[src/rtl/pixport_pkg.sv]
package pixport_pkg;

    localparam int ADDR_W = 2;

    typedef enum logic [1:0] {
        CF_IDLE,
        CF_SHIFT,
        CF_FULL
    } cfg_state_t;

    typedef enum logic [1:0] {
        RO_EMPTY,
        RO_SHIFT,
        RO_SPENT
    } ro_state_t;

    typedef enum logic [1:0] {
        ADDR_NOP_LO = 2'b00,
        ADDR_SRC    = 2'b01,
        ADDR_GAIN   = 2'b10,
        ADDR_NOP_HI = 2'b11
    } addr_t;

    typedef enum logic [1:0] {
        SRC_SENSOR = 2'b00,
        SRC_AUX1   = 2'b01,
        SRC_AUX2   = 2'b10
    } src_t;

endpackage

[src/rtl/pin_sync.sv]
module pin_sync #(
    parameter int STAGES = 2,
    parameter int N      = 5
) (
    input  logic         clk,
    input  logic         rst,
    input  logic [N-1:0] async_in,
    output logic [N-1:0] level,
    output logic [N-1:0] prev
);

    logic [STAGES-1:0][N-1:0] chain;

    always_ff @(posedge clk) begin
        if (rst) begin
            chain <= '0;
            prev  <= '0;
        end else begin
            chain[0] <= async_in;
            for (int i = 1; i < STAGES; i++) begin
                chain[i] <= chain[i-1];
            end
            prev <= chain[STAGES-1];
        end
    end

    assign level = chain[STAGES-1];

endmodule

[src/rtl/cfg_receiver.sv]
module cfg_receiver
    import pixport_pkg::*;
#(
    parameter int WORD_W = 8
) (
    input  logic                     clk,
    input  logic                     rst,
    input  logic                     mode_hi,
    input  logic                     mode_flip,
    input  logic                     sclk_rise,
    input  logic                     load_rise,
    input  logic                     din,
    output logic [1:0]               mux_sel,
    output logic [WORD_W-ADDR_W-1:0] gain_code
);

    localparam int PAY_W = WORD_W - ADDR_W;
    localparam int CNT_W = $clog2(WORD_W + 1);

    cfg_state_t       st, st_nx;
    logic [CNT_W-1:0] cnt, cnt_nx;
    logic [WORD_W-1:0] sh;
    logic             shift_en;
    logic             take;
    logic             commit;
    logic [PAY_W-1:0] payload;
    addr_t            addr;

    assign shift_en = sclk_rise && !mode_hi && !mode_flip;
    assign take     = load_rise && !mode_hi && !mode_flip;
    assign commit   = take && (st == CF_FULL);
    assign payload  = sh[PAY_W-1:0];
    assign addr     = addr_t'(sh[WORD_W-1 -: ADDR_W]);

    always_ff @(posedge clk) begin
        if (rst) begin
            st  <= CF_IDLE;
            cnt <= '0;
        end else begin
            st  <= st_nx;
            cnt <= cnt_nx;
        end
    end

    always_comb begin
        st_nx  = st;
        cnt_nx = cnt;
        if (mode_flip) begin
            st_nx  = CF_IDLE;
            cnt_nx = '0;
        end else begin
            unique case (st)
                CF_IDLE: begin
                    if (shift_en) begin
                        st_nx  = CF_SHIFT;
                        cnt_nx = CNT_W'(1);
                    end
                end
                CF_SHIFT: begin
                    if (take) begin
                        st_nx  = CF_IDLE;
                        cnt_nx = '0;
                    end else if (shift_en) begin
                        cnt_nx = cnt + 1'b1;
                        if (cnt == CNT_W'(WORD_W - 1)) begin
                            st_nx = CF_FULL;
                        end
                    end
                end
                CF_FULL: begin
                    if (take) begin
                        st_nx  = CF_IDLE;
                        cnt_nx = '0;
                    end
                end
                default: begin
                    st_nx  = CF_IDLE;
                    cnt_nx = '0;
                end
            endcase
        end
    end

    always_ff @(posedge clk) begin
        if (rst) begin
            sh        <= '0;
            mux_sel   <= 2'(SRC_SENSOR);
            gain_code <= '0;
        end else begin
            if (shift_en) begin
                sh <= {sh[WORD_W-2:0], din};
            end
            if (commit) begin
                unique case (addr)
                    ADDR_SRC: begin
                        if (payload[1:0] != 2'b11) begin
                            mux_sel <= payload[1:0];
                        end
                    end
                    ADDR_GAIN:   gain_code <= payload;
                    ADDR_NOP_LO: ;
                    ADDR_NOP_HI: ;
                    default:     ;
                endcase
            end
        end
    end


    mux_legal_chk: assert property (@(posedge clk) disable iff (rst)
        mux_sel != 2'b11);


    short_load_chk: assert property (@(posedge clk) disable iff (rst)
        (load_rise && st != CF_FULL) |=> ($stable(gain_code) && $stable(mux_sel)));


    flip_clear_chk: assert property (@(posedge clk) disable iff (rst)
        mode_flip |=> (cnt == '0 && st == CF_IDLE));


    load_hi_chk: assert property (@(posedge clk) disable iff (rst)
        (load_rise && mode_hi) |=> ($stable(gain_code) && $stable(mux_sel)));


    gain_hold_chk: assert property (@(posedge clk) disable iff (rst)
        (!commit && !$past(rst)) |=> $stable(gain_code));

endmodule

[src/rtl/result_pipe.sv]
module result_pipe
    import pixport_pkg::*;
#(
    parameter int WORD_W = 8
) (
    input  logic              clk,
    input  logic              rst,
    input  logic              mode_hi,
    input  logic              sclk_rise,
    input  logic              pix_fall,
    input  logic [WORD_W-1:0] result_in,
    output logic              data_bit
);

    localparam int CNT_W = $clog2(WORD_W);

    ro_state_t         st, st_nx;
    logic [CNT_W-1:0]  left, left_nx;
    logic [WORD_W-1:0] conv_q, store_q, out_sh;
    logic              step;

    assign step = sclk_rise && mode_hi && !pix_fall;

    always_ff @(posedge clk) begin
        if (rst) begin
            st   <= RO_EMPTY;
            left <= '0;
        end else begin
            st   <= st_nx;
            left <= left_nx;
        end
    end

    always_comb begin
        st_nx   = st;
        left_nx = left;
        if (pix_fall) begin
            st_nx   = RO_SHIFT;
            left_nx = CNT_W'(WORD_W - 1);
        end else begin
            unique case (st)
                RO_EMPTY: ;
                RO_SHIFT: begin
                    if (step) begin
                        left_nx = left - 1'b1;
                        if (left == CNT_W'(1)) begin
                            st_nx = RO_SPENT;
                        end
                    end
                end
                RO_SPENT: ;
                default: st_nx = RO_EMPTY;
            endcase
        end
    end

    always_ff @(posedge clk) begin
        if (rst) begin
            conv_q  <= '0;
            store_q <= '0;
            out_sh  <= '0;
        end else if (pix_fall) begin
            conv_q  <= result_in;
            store_q <= conv_q;
            out_sh  <= store_q;
        end else if (step) begin
            out_sh <= {out_sh[WORD_W-2:0], 1'b0};
        end
    end

    assign data_bit = out_sh[WORD_W-1];


    strobe_load_chk: assert property (@(posedge clk) disable iff (rst)
        pix_fall |=> (st == RO_SHIFT && left == CNT_W'(WORD_W - 1)));


    step_bit_chk: assert property (@(posedge clk) disable iff (rst)
        (step && st == RO_SHIFT) |=> data_bit == $past(out_sh[WORD_W-2]));


    out_hold_chk: assert property (@(posedge clk) disable iff (rst)
        (!pix_fall && !(sclk_rise && mode_hi)) |=> $stable(out_sh));

endmodule

[src/rtl/pixel_serial_port.sv]
module pixel_serial_port
    import pixport_pkg::*;
#(
    parameter int WORD_W      = 8,
    parameter int SYNC_STAGES = 2
) (
    input  logic                     clk,
    input  logic                     rst,
    input  logic                     sclk_pin,
    input  logic                     load_pin,
    input  logic                     pix_strobe,
    input  logic                     mode_pin,
    input  logic                     data_in,
    output logic                     data_out,
    output logic                     data_oe,
    input  logic [WORD_W-1:0]        result_in,
    output logic [1:0]               mux_sel,
    output logic [WORD_W-ADDR_W-1:0] gain_code
);

    localparam int IX_SCLK = 0;
    localparam int IX_LOAD = 1;
    localparam int IX_PIX  = 2;
    localparam int IX_MODE = 3;
    localparam int IX_DIN  = 4;
    localparam int N_PINS  = 5;

    logic [N_PINS-1:0] pins_raw, lvl, prv;
    logic sclk_rise, load_rise, pix_fall, mode_flip;
    logic unused_prev;

    assign pins_raw = {data_in, mode_pin, pix_strobe, load_pin, sclk_pin};

    pin_sync #(
        .STAGES (SYNC_STAGES),
        .N      (N_PINS)
    ) u_sync (
        .clk      (clk),
        .rst      (rst),
        .async_in (pins_raw),
        .level    (lvl),
        .prev     (prv)
    );

    assign sclk_rise = lvl[IX_SCLK] && !prv[IX_SCLK];
    assign load_rise = lvl[IX_LOAD] && !prv[IX_LOAD];
    assign pix_fall  = !lvl[IX_PIX] && prv[IX_PIX];
    assign mode_flip = lvl[IX_MODE] != prv[IX_MODE];
    assign unused_prev = prv[IX_DIN];

    cfg_receiver #(
        .WORD_W (WORD_W)
    ) u_cfg (
        .clk       (clk),
        .rst       (rst),
        .mode_hi   (lvl[IX_MODE]),
        .mode_flip (mode_flip),
        .sclk_rise (sclk_rise),
        .load_rise (load_rise),
        .din       (lvl[IX_DIN]),
        .mux_sel   (mux_sel),
        .gain_code (gain_code)
    );

    result_pipe #(
        .WORD_W (WORD_W)
    ) u_pipe (
        .clk       (clk),
        .rst       (rst),
        .mode_hi   (lvl[IX_MODE]),
        .sclk_rise (sclk_rise),
        .pix_fall  (pix_fall),
        .result_in (result_in),
        .data_bit  (data_out)
    );

    assign data_oe = lvl[IX_MODE];

endmodule

[config.mk]
export PLATFORM = sky130hd
export DESIGN_NAME = pixel_serial_port
export DESIGN_NICKNAME = d
export VERILOG_FILES = /design/src/rtl/pixport_pkg.sv /design/src/rtl/pin_sync.sv /design/src/rtl/cfg_receiver.sv /design/src/rtl/result_pipe.sv /design/src/rtl/pixel_serial_port.sv
export SDC_FILE = /design/constraint.sdc
export NUM_CORES = 1
export LEC_CHECK = 0
export BUFFER_PORTS_ARGS = -buffer_cell sky130_fd_sc_hd__buf_4
export CAP_MARGIN = 20
export CORE_UTILIZATION = 50
export CTS_BUF_LIST = sky130_fd_sc_hd__clkbuf_8
export DETAILED_ROUTE_END_ITERATION = 16
export PLACE_DENSITY = 0.7
export REMOVE_ABC_BUFFERS = 1
export SYNTH_ARGS = -nofsm -noshare
export SYNTH_HDL_FRONTEND = slang
export SYNTH_SLANG_ARGS = --single-unit
[constraint.sdc]
create_clock -name clk -period 2.7 [get_ports clk]
set_input_delay 0.27 -clock clk [delete_from_list [all_inputs] [get_ports clk]]
set_output_delay 0.27 -clock clk [all_outputs]
set_load 0.05 [all_outputs]
==> flow_metrics.env, run 1 <==
export IMPL_maximum_fanout_along_the_worst_path=10
export IMPL_sequential_cell_area_in_the_final_layout_um2=1201
export IMPL_clock_sinks=60
export IMPL_core_region_area_um2=4144
export IMPL_worst_skew_pair_late_latency_ps=320
export IMPL_setup_tns_final_ps=0
export IMPL_setup_worst_path_start_class="flop"
export IMPL_cts_resized=0
export IMPL_die_width_um=68.93
export IMPL_synth_async_reset_ratio_pct=0
export IMPL_post_synth_top_count_cell="nand2_1"
export IMPL_route_vias_total=1733
export IMPL_hold_violations=0
export IMPL_synth_edff_count=0
export IMPL_total_of_warnings_raised_by_yosys=0
export IMPL_filler_cell_count=370
export IMPL_post_route_cells_drive_above_1_share_pct=16.67
export IMPL_period_minus_slack_ps=2000
export IMPL_design_final_nets=293
export IMPL_post_drt_via_cell_ratio=5.220
export IMPL_max_slew_worst_pin_slew_ps=561.8
export IMPL_grt_first_pass_wirelength_um=6072
export IMPL_chipHeight_um=68.93
export IMPL_area_of_the_multi_input_gates_um2=963.4
export IMPL_ctsHoldBuffers=0
export IMPL_detail_route_iter0_violations=150
export IMPL_synth_flop_cell="dfxtp_1"
export IMPL_critical_path_arrival_ps=2260
export IMPL_yosys_top_cell_by_area="dfxtp_1"
export IMPL_post_route_drc_count=0
export IMPL_post_route_period_util_pct=74.08
export IMPL_dp_worst_setup_slack_ps=704.8
export IMPL_final_max_slew_violation_count=0
export IMPL_crit_path_end_kind="flop"
export IMPL_yosys_area_top_type_share_pct=53.63
export IMPL_cts_htree_levels=3
export IMPL_ys_top_cells_by_area="dfxtp_1 (54%), nand2_1 (11%), a21oi_1 (6.0%)"
export IMPL_routed_wirelength_um=3750
export IMPL_postRouteAntennaNets=0
export IMPL_setup_violations=0
export IMPL_dp_hpwl_um=2347
export IMPL_via_count_of_the_first_global_routing_pass=1396
export IMPL_dpl_cell_count=316
export IMPL_worstHoldPathType="in2reg"
export IMPL_relSlewSlack_pct=62.26
export IMPL_timing_clock_skew_ps=10.54
export IMPL_syn_instance_count=252
export IMPL_post_synth_instance_area_um2=2240
export IMPL_io_buffer_count=24
export IMPL_detailroute_wirelength_met2_um=1639
export IMPL_path_clk_slew_ps=70
export IMPL_synth_commonest_cells="nand2_1 (64), dfxtp_1 (60), a21oi_1 (27)"
export IMPL_fin_cells=332
export IMPL_achievable_frequency_ghz=0.4999
export IMPL_status="completed"
export IMPL_clockBufferDepth=2
export IMPL_cts_tree="yes"
export IMPL_grt_remaining_overflow=0
export IMPL_syn2layout_area_growth_pct=18.38
export IMPL_grt_max_degree=55
export IMPL_start_util_pct=54.05
export IMPL_power_leakage_nw=1.021
export IMPL_top_signal_layer_used="met4"
export IMPL_routabilityCongestion=0.7676
export IMPL_design_portCount=25
export IMPL_placement_cell_area_um2=2449
export IMPL_power_density_nw_per_um2=679.6
export IMPL_cap_viol_max_count=0
export IMPL_wirelength_met1_um=1922
export IMPL_final_hold_worst_slack_ps=155.4
export IMPL_antenna_violations_before_repair=0
export IMPL_final_critical_path_setup_slack_ps=699.7
export IMPL_met3_length_um=149
export IMPL_ys_ff_latch=60
export IMPL_final_design_area_no_fill_um2=2651
export IMPL_placementRows=23
export IMPL_die_area_um2=4751
export IMPL_ys_types=31
export IMPL_power_ir_vdd_worst_mv=0.4240
export IMPL_timing_worst_setup_path_type="reg2reg"
export IMPL_firstDrtPassIters=4
export IMPL_synth_seq_area_share_pct=53.63
export IMPL_postCtsSetupRepairBufs=0
export IMPL_clockRootBuffer="clkbuf_8"
export IMPL_antennaDiodeCount=0
export IMPL_wire_per_inst_um=11.30
export IMPL_grtUsageTotal_pct=17.75
export IMPL_cts_buffers_inserted=9
export IMPL_postSynthAreaPerCell_um2=8.887
export IMPL_required_ps=2960
export IMPL_rsz0062_at_grt="false"
-- critical path, cell delays in order, from the launching register on --
cell and delay (ps):
dfxtp_1 400, or4b_4 620, a22o_4 280, or4_1 500, a21oi_1 140
-- flip-flops by register name (all words and copies together), names as in the netlist --
signal	flops
u_cfg.cnt	4
u_cfg.gain_code	6
u_cfg.mux_sel	2
u_cfg.sh	8
u_cfg.st	2
u_pipe.conv_q	8
u_pipe.out_sh	8
u_pipe.store_q	8
u_sync.chain	5
u_sync.level	5
u_sync.prev	4
-- metrics by stage --
step                util [%]  total power [mW]
global route           63.98             1.876
finish                 63.98             1.802
floorplan                  -            0.9796
global placement       59.09             1.022
CTS                    63.98             1.824
detailed placement     59.09             1.024
-- layout by cell type (no fill, tap or decap), types with 3 or more instances in the layout --
| cell | n |
|---|---|
| mux2i_1 | 8 |
| a311oi_1 | 7 |
| o21bai_1 | 3 |
| dfxtp_1 | 60 |
| a31oi_1 | 3 |
| nand2b_1 | 3 |
| buf_4 | 29 |
| nor3b_1 | 3 |
| nor2_1 | 20 |
| nor2b_1 | 17 |
| nand2_1 | 64 |
| nor3_1 | 3 |
| a21oi_1 | 27 |
| clkbuf_8 | 11 |
-- kinds of logic after synthesis --
| family | Yosys count | share of synthesized area, % |
|---|---|---|
| DFF | 60 | 53.63 |
| AOI/OAI and AO/OA | 44 | 12.46 |
| muxes | 8 | 3.576 |
| adders and majority gates | 1 | 0.5586 |
| buffers and inverters | 16 | 3.351 |
| xor gates and xnor gates | 1 | 0.3911 |
| and+or+nand+nor | 122 | 26.03 |
-- final cells by class --
type,count,share of cell area (%)
sequential,60,45.30
multi-input combinational,176,36.34
timing repair buffer,29,8.211
clock buffer,11,5.710
tap,50,2.360
clock inverter,5,1.935
inverter,1,0.1416
-- power by group --
group,switching [mW],internal (mW),total [mW]
Combinational,0.0484,0.0400,0.0884
Sequential,0.0116,0.903,0.915
Clock,0.328,0.470,0.798
-- worst paths after layout --
kind | cells past startpoint | slack [ps] | from | end
setup / recovery | 4 | 700 | u_sync.level[3] | u_cfg.cnt[3]
hold / removal | 2 | 160 | sclk_pin | u_sync.chain[0]
setup reg to reg | 4 | 700 | u_sync.level[3] | u_cfg.cnt[3]
hold reg to reg | 1 | 440 | u_sync.chain[3] | u_sync.level[3]
-- layer usage --
layer | vias to the layer above | global-route usage [%]
li1 | 902 | -
met5 | - | 0
met2 | 34 | 27.18
met4 | 0 | 9.949
met3 | 5 | 5.428
met1 | 792 | 22.01
Power figures use the tool's default switching activity.
==> run 2: changes to the inputs <==
PLACE_DENSITY = 0.73   (was 0.7)
clock period = 1.7 ns   (was 2.7 ns; I/O delays follow)
==> flow_metrics.env, run 2 (synthesis results as in run 1) <==
export IMPL_relSlewSlack_pct=69.92
export IMPL_worst_skew_pair_late_latency_ps=340
export IMPL_crit_path_top_delay_cell="or4b_4"
export IMPL_post_route_cells_drive_above_1_share_pct=24.32
export IMPL_critical_path_cell_chain="or4b_4 -> a22o_4 -> or4_4 -> a21oi_2"
export IMPL_critical_path_arrival_ps=2110
export IMPL_dp_hpwl_um=2524
export IMPL_hold_violations=0
export IMPL_path_clk_slew_ps=70
export IMPL_rsz0062_at_grt="true"
export IMPL_power_ir_vdd_worst_mv=0.7793
export IMPL_achievable_frequency_ghz=0.5419
export IMPL_final_cell_mix="nand2_1 (64), dfxtp_1 (57), buf_4 (39)"
export IMPL_critPathTopFamily="simple AND/OR/NAND/NOR gates"
export IMPL_via_count_of_the_first_global_routing_pass=1515
export IMPL_top_signal_layer_used="met4"
export IMPL_design_portCount=25
export IMPL_wire_per_inst_um=11.73
export IMPL_post_route_period_util_pct=108.6
export IMPL_layout_cells_most_common="nand2_1"
export IMPL_power_density_nw_per_um2=1037
export IMPL_grt_max_degree=38
export IMPL_max_slew_worst_pin_slew_ps=447.8
export IMPL_critical_path_buf_inv_count=0
export IMPL_core_region_area_um2=4144
export IMPL_grt_first_pass_wirelength_um=6630
export IMPL_syn2layout_area_growth_pct=24.52
export IMPL_detailroute_wirelength_met2_um=1870
export IMPL_period_minus_slack_ps=1845
export IMPL_final_max_slew_violation_count=0
export IMPL_setup_violations=2
export IMPL_cap_viol_max_count=0
export IMPL_met3_length_um=122
export IMPL_postRouteAntennaNets=0
export IMPL_start_util_pct=54.05
export IMPL_chipHeight_um=68.93
export IMPL_placement_cell_area_um2=2524
export IMPL_route_vias_total=1765
export IMPL_timing_worst_setup_path_type="reg2reg"
export IMPL_filler_cell_count=362
export IMPL_area_of_the_multi_input_gates_um2=1023
export IMPL_cts_tree="yes"
export IMPL_timing_clock_skew_ps=7.065
export IMPL_post_drt_via_cell_ratio=5.161
export IMPL_sequential_cell_area_in_the_final_layout_um2=1205
export IMPL_final_design_area_no_fill_um2=2789
export IMPL_routabilityCongestion=0.8091
export IMPL_grt_remaining_overflow=0
export IMPL_maximum_fanout_along_the_worst_path=4
export IMPL_firstDrtPassIters=4
export IMPL_design_final_nets=303
export IMPL_detail_route_iter0_violations=112
export IMPL_setup_worst_path_start_class="flop"
export IMPL_crit_path_end_kind="flop"
export IMPL_finish_utilization_pct=67.30
export IMPL_violated_checks="negative setup slack"
export IMPL_required_ps=1970
export IMPL_grtUsageTotal_pct=19.43
export IMPL_antenna_violations_before_repair=0
export IMPL_dp_worst_setup_slack_ps=-194.6
export IMPL_die_area_um2=4751
export IMPL_power_leakage_nw=1.079
export IMPL_final_critical_path_setup_slack_ps=-145.5
export IMPL_post_route_drc_count=0
export IMPL_ctsHoldBuffers=0
export IMPL_worstHoldPathType="in2reg"
export IMPL_cts_htree_levels=3
export IMPL_setup_tns_final_ps=-222.1
export IMPL_die_width_um=68.93
export IMPL_routed_wirelength_um=4010
export IMPL_clockBufferDepth=2
export IMPL_final_hold_worst_slack_ps=46.26
export IMPL_cp_max_stage_delay_ps=530
export IMPL_cts_buffers_inserted=9
export IMPL_placementRows=23
export IMPL_clock_sinks=60
export IMPL_antennaDiodeCount=0
export IMPL_wirelength_met1_um=1935
export IMPL_clockRootBuffer="clkbuf_8"
export IMPL_status="complete, but fails checks"
export IMPL_io_buffer_count=24
[run 2: changes by cell type in the layout (fill, tap and decap cells not counted), sizes merged]
cell,previous run,this run
clkinv,2,3
clkinvlp,1,2
inv,2,1
buf,29,39
clkbuf,11,10
[run 2: worst register-to-register path: stages (launching register included)]
cell and delay [ps]:
dfxtp_2 330, or4b_4 530, a22o_4 290, or4_4 480, a21oi_2 140
[run 2: layout make-up]
type,count,area share (%)
multi-input combinational,176,36.70
inverter,1,0.1346
tap,50,2.243
sequential,60,43.20
clock buffer,10,4.935
timing repair buffer,39,10.50
clock inverter,6,2.288
[run 2: timing repair]
item | 4_1_cts | 5_1_grt
setup endpoints to repair | 3 | 5
gates cloned | 0 | 0
resized for setup | 10 | 5
pin swaps | 5 | 1
buffers inserted | 0 | 0
[run 2: stage by stage]
step / std cells / total power [mW]
global placement: 326 / 1.636
CTS: 342 / 2.921
finish: 342 / 2.891
detailed placement: 326 / 1.639
global route: 342 / 3.011
floorplan: 237 / 1.556
[run 2: report_power, final]
| group | switching, mW | total (mW) | internal, mW |
|---|---|---|---|
| Clock | 0.557 | 1.27 | 0.713 |
| Sequential | 0.0158 | 1.45 | 1.44 |
| Combinational | 0.0896 | 0.170 | 0.0806 |
[run 2: path summary, 6_finish.rpt]
kind / cells past startpoint / slack [ps] / endpoint / startpoint
setup / recovery: 4 / -150 / u_cfg.cnt[2] / u_sync.level[3]
hold / removal: 2 / 50 / u_sync.chain[0] / sclk_pin
setup reg to reg: 4 / -150 / u_cfg.cnt[2] / u_sync.level[3]
hold reg to reg: 1 / 440 / u_sync.level[3] / u_sync.chain[3]
[run 2: routing by layer]
layer	vias up	track usage, %
met5	-	0
met4	0	12.24
met3	9	5.428
met2	27	29.49
met1	809	24.09
li1	920	-
==> run 3: changes to the inputs <==
CELL_PAD_IN_SITES_DETAIL_PLACEMENT = 0   (was default)
CELL_PAD_IN_SITES_GLOBAL_PLACEMENT = 2   (was default)
CORE_UTILIZATION = 33   (was 50)
PLACE_DENSITY = default   (was 0.73)
PLACE_DENSITY_LB_ADDON = 0.1   (was default)
==> flow_metrics.env, run 3 (synthesis results as in run 1) <==
export IMPL_required_ps=1960
export IMPL_wire_per_inst_um=11.56
export IMPL_syn2layout_area_growth_pct=25.14
export IMPL_worst_skew_pair_late_latency_ps=330
export IMPL_combinationalPowerShare_pct=6.1
export IMPL_post_route_drc_count=4
export IMPL_sequential_cell_area_in_the_final_layout_um2=1205
export IMPL_power_internal_mw=2.145
export IMPL_layout_cells_most_common="nand2_1"
export IMPL_post_route_cells_drive_above_1_share_pct=22.45
export IMPL_placement_cell_area_um2=2570
export IMPL_power_spent_charging_and_discharging_nets_uw=617.7
export IMPL_io_buffer_count=24
export IMPL_via_count_of_the_first_global_routing_pass=1656
export IMPL_filler_cell_count=662
export IMPL_maximum_fanout_along_the_worst_path=4
export IMPL_timing_worst_setup_path_type="reg2reg"
export IMPL_achievable_frequency_ghz=0.5608
export IMPL_rr_worst_depth=4
export IMPL_setup_tns_final_ps=-98.30
export IMPL_clock_sinks=60
export IMPL_firstDrtPassIters=10
export IMPL_power_density_nw_per_um2=985.6
export IMPL_final_design_area_no_fill_um2=2803
export IMPL_status="complete, but fails checks"
export IMPL_grtUsageTotal_pct=13.42
export IMPL_cp_max_stage_delay_ps=550
export IMPL_max_slew_worst_pin_slew_ps=456.6
export IMPL_switching_share_pct=22.36
export IMPL_final_cell_mix="nand2_1 (64), dfxtp_1 (57), buf_4 (42)"
export IMPL_path_clk_slew_ps=60
export IMPL_post_route_period_util_pct=104.9
export IMPL_routed_wirelength_um=4288
export IMPL_dp_hpwl_um=2582
export IMPL_detail_route_iter0_violations=75
export IMPL_route_vias_total=1782
export IMPL_final_critical_path_setup_slack_ps=-83.06
export IMPL_setup_violations=2
export IMPL_crit_path_top_delay_cell="or4b_4"
export IMPL_area_of_the_multi_input_gates_um2=987.2
export IMPL_chipHeight_um=84.38
export IMPL_cap_viol_max_count=0
export IMPL_fin_cells=371
export IMPL_worstHoldPathType="in2reg"
export IMPL_antenna_violations_before_repair=0
export IMPL_clockBufferDepth=2
export IMPL_power_leakage_nw=1.090
export IMPL_min_delay_start="sclk_pin"
export IMPL_clock_power_share_pct=41.3
export IMPL_die_width_um=84.38
export IMPL_dp_worst_setup_slack_ps=-168.8
export IMPL_crit_path_end_kind="flop"
export IMPL_critical_path_arrival_ps=2040
export IMPL_postRouteAntennaNets=0
export IMPL_power_ir_vdd_worst_mv=0.4560
export IMPL_design_final_nets=307
export IMPL_ctsHoldBuffers=0
export IMPL_critical_path_cell_chain="or4b_4 -> a22o_4 -> or4_1 -> a21oi_1"
export IMPL_start_util_pct=34.68
export IMPL_core_region_area_um2=6459
export IMPL_worst_hold_path_num_cells=2
export IMPL_timing_clock_skew_ps=7.484
export IMPL_worst_setup_path_startpoint="u_sync.prev[3]"
export IMPL_post_drt_via_cell_ratio=4.803
export IMPL_grt_first_pass_wirelength_um=7472
export IMPL_clockRootBuffer="clkbuf_8"
export IMPL_dpl_cell_count=353
export IMPL_hold_violations=0
export IMPL_die_area_um2=7120
export IMPL_finalPower_mw=2.762
export IMPL_cts_tree="yes"
export IMPL_violated_checks="design-rule violations, negative setup slack"
export IMPL_rsz0062_at_grt="true"
export IMPL_grt_max_degree=45
export IMPL_design_portCount=25
export IMPL_antennaDiodeCount=0
export IMPL_timing_rr_start="u_sync.prev[3]"
export IMPL_final_max_slew_violation_count=0
export IMPL_placementRows=29
export IMPL_cts_buffers_inserted=9
export IMPL_relSlewSlack_pct=69.49
export IMPL_period_minus_slack_ps=1783
export IMPL_cts_htree_levels=3
export IMPL_setup_worst_path_start_class="flop"
export IMPL_routabilityCongestion=0.6827
export IMPL_power_sequential_fraction_pct=52.5
export IMPL_grt_remaining_overflow=0
==> run 3: cell types whose count changed in the layout (fill, tap and decap cells not counted), moves of 2 or more <==
cell and delta:
clkinvlp_4 -2, or4_1 +2, or4_4 -2, a21oi_1 +2, a21oi_2 -2, buf_4 +3, clkbuf_8 +2
==> run 3: path summary, 6_finish.rpt <==
kind	endpoint	slack, ps
hold / removal	u_sync.chain[0]	50
setup / recovery	u_cfg.cnt[2]	-80
hold reg to reg	u_sync.level[0]	430
setup reg to reg	u_cfg.cnt[2]	-80
==> run 3: repair_timing <==
action,CTS,global route
cloned,0,0
setup endpoints to repair,4,7
setup buffers,1,3
gates resized for setup,6,1
pin swaps,5,1
==> run 3: routing by layer <==
metal  track usage, %  share of wire, %  up-vias
met4            8.783               2.8        0
li1                 -                 -      924
met1            17.15                50      815
met5                0                 0        -
met2            19.82                43       31
met3            3.835               3.8       12
==> run 3: final cells by class <==
class	count	area share (%)
well taps	77	3.437
repair buffers	43	11.96
clock buffers	12	5.893
flip-flops and latches	60	42.99
multi-input cells	176	35.22
clock inverters	2	0.3571
inverters	1	0.1339
==> run 3: critical path, delay by kind of cell (launching register included) <==
family | cells | cell delay [ps]
and+or+nand+nor | 2 | 1010
DFF | 1 | 340
AOI/OAI and AO/OA | 2 | 380
==> run 3: power groups by stage <==
| stage | registers [mW] | clock network, mW | logic, mW |
|---|---|---|---|
| after floorplan | 1.49 | 0 | 0.0691 |
| after global placement | 1.48 | 0 | 0.165 |
| after detailed placement | 1.48 | 0 | 0.164 |
| after CTS | 1.45 | 1.19 | 0.167 |
| after global routing | 1.45 | 1.26 | 0.189 |
| final | 1.45 | 1.14 | 0.170 |
==> run 3: per-stage QoR <==
| stage | hold slack [ps] | utilization [%] |
|---|---|---|
| floorplan | 239.1 | - |
| global placement | 382.3 | 39.79 |
| detailed placement | 388.9 | 39.79 |
| CTS | 36.65 | 42.91 |
| global route | 33.22 | 43.39 |
| finish | 53.21 | 43.39 |
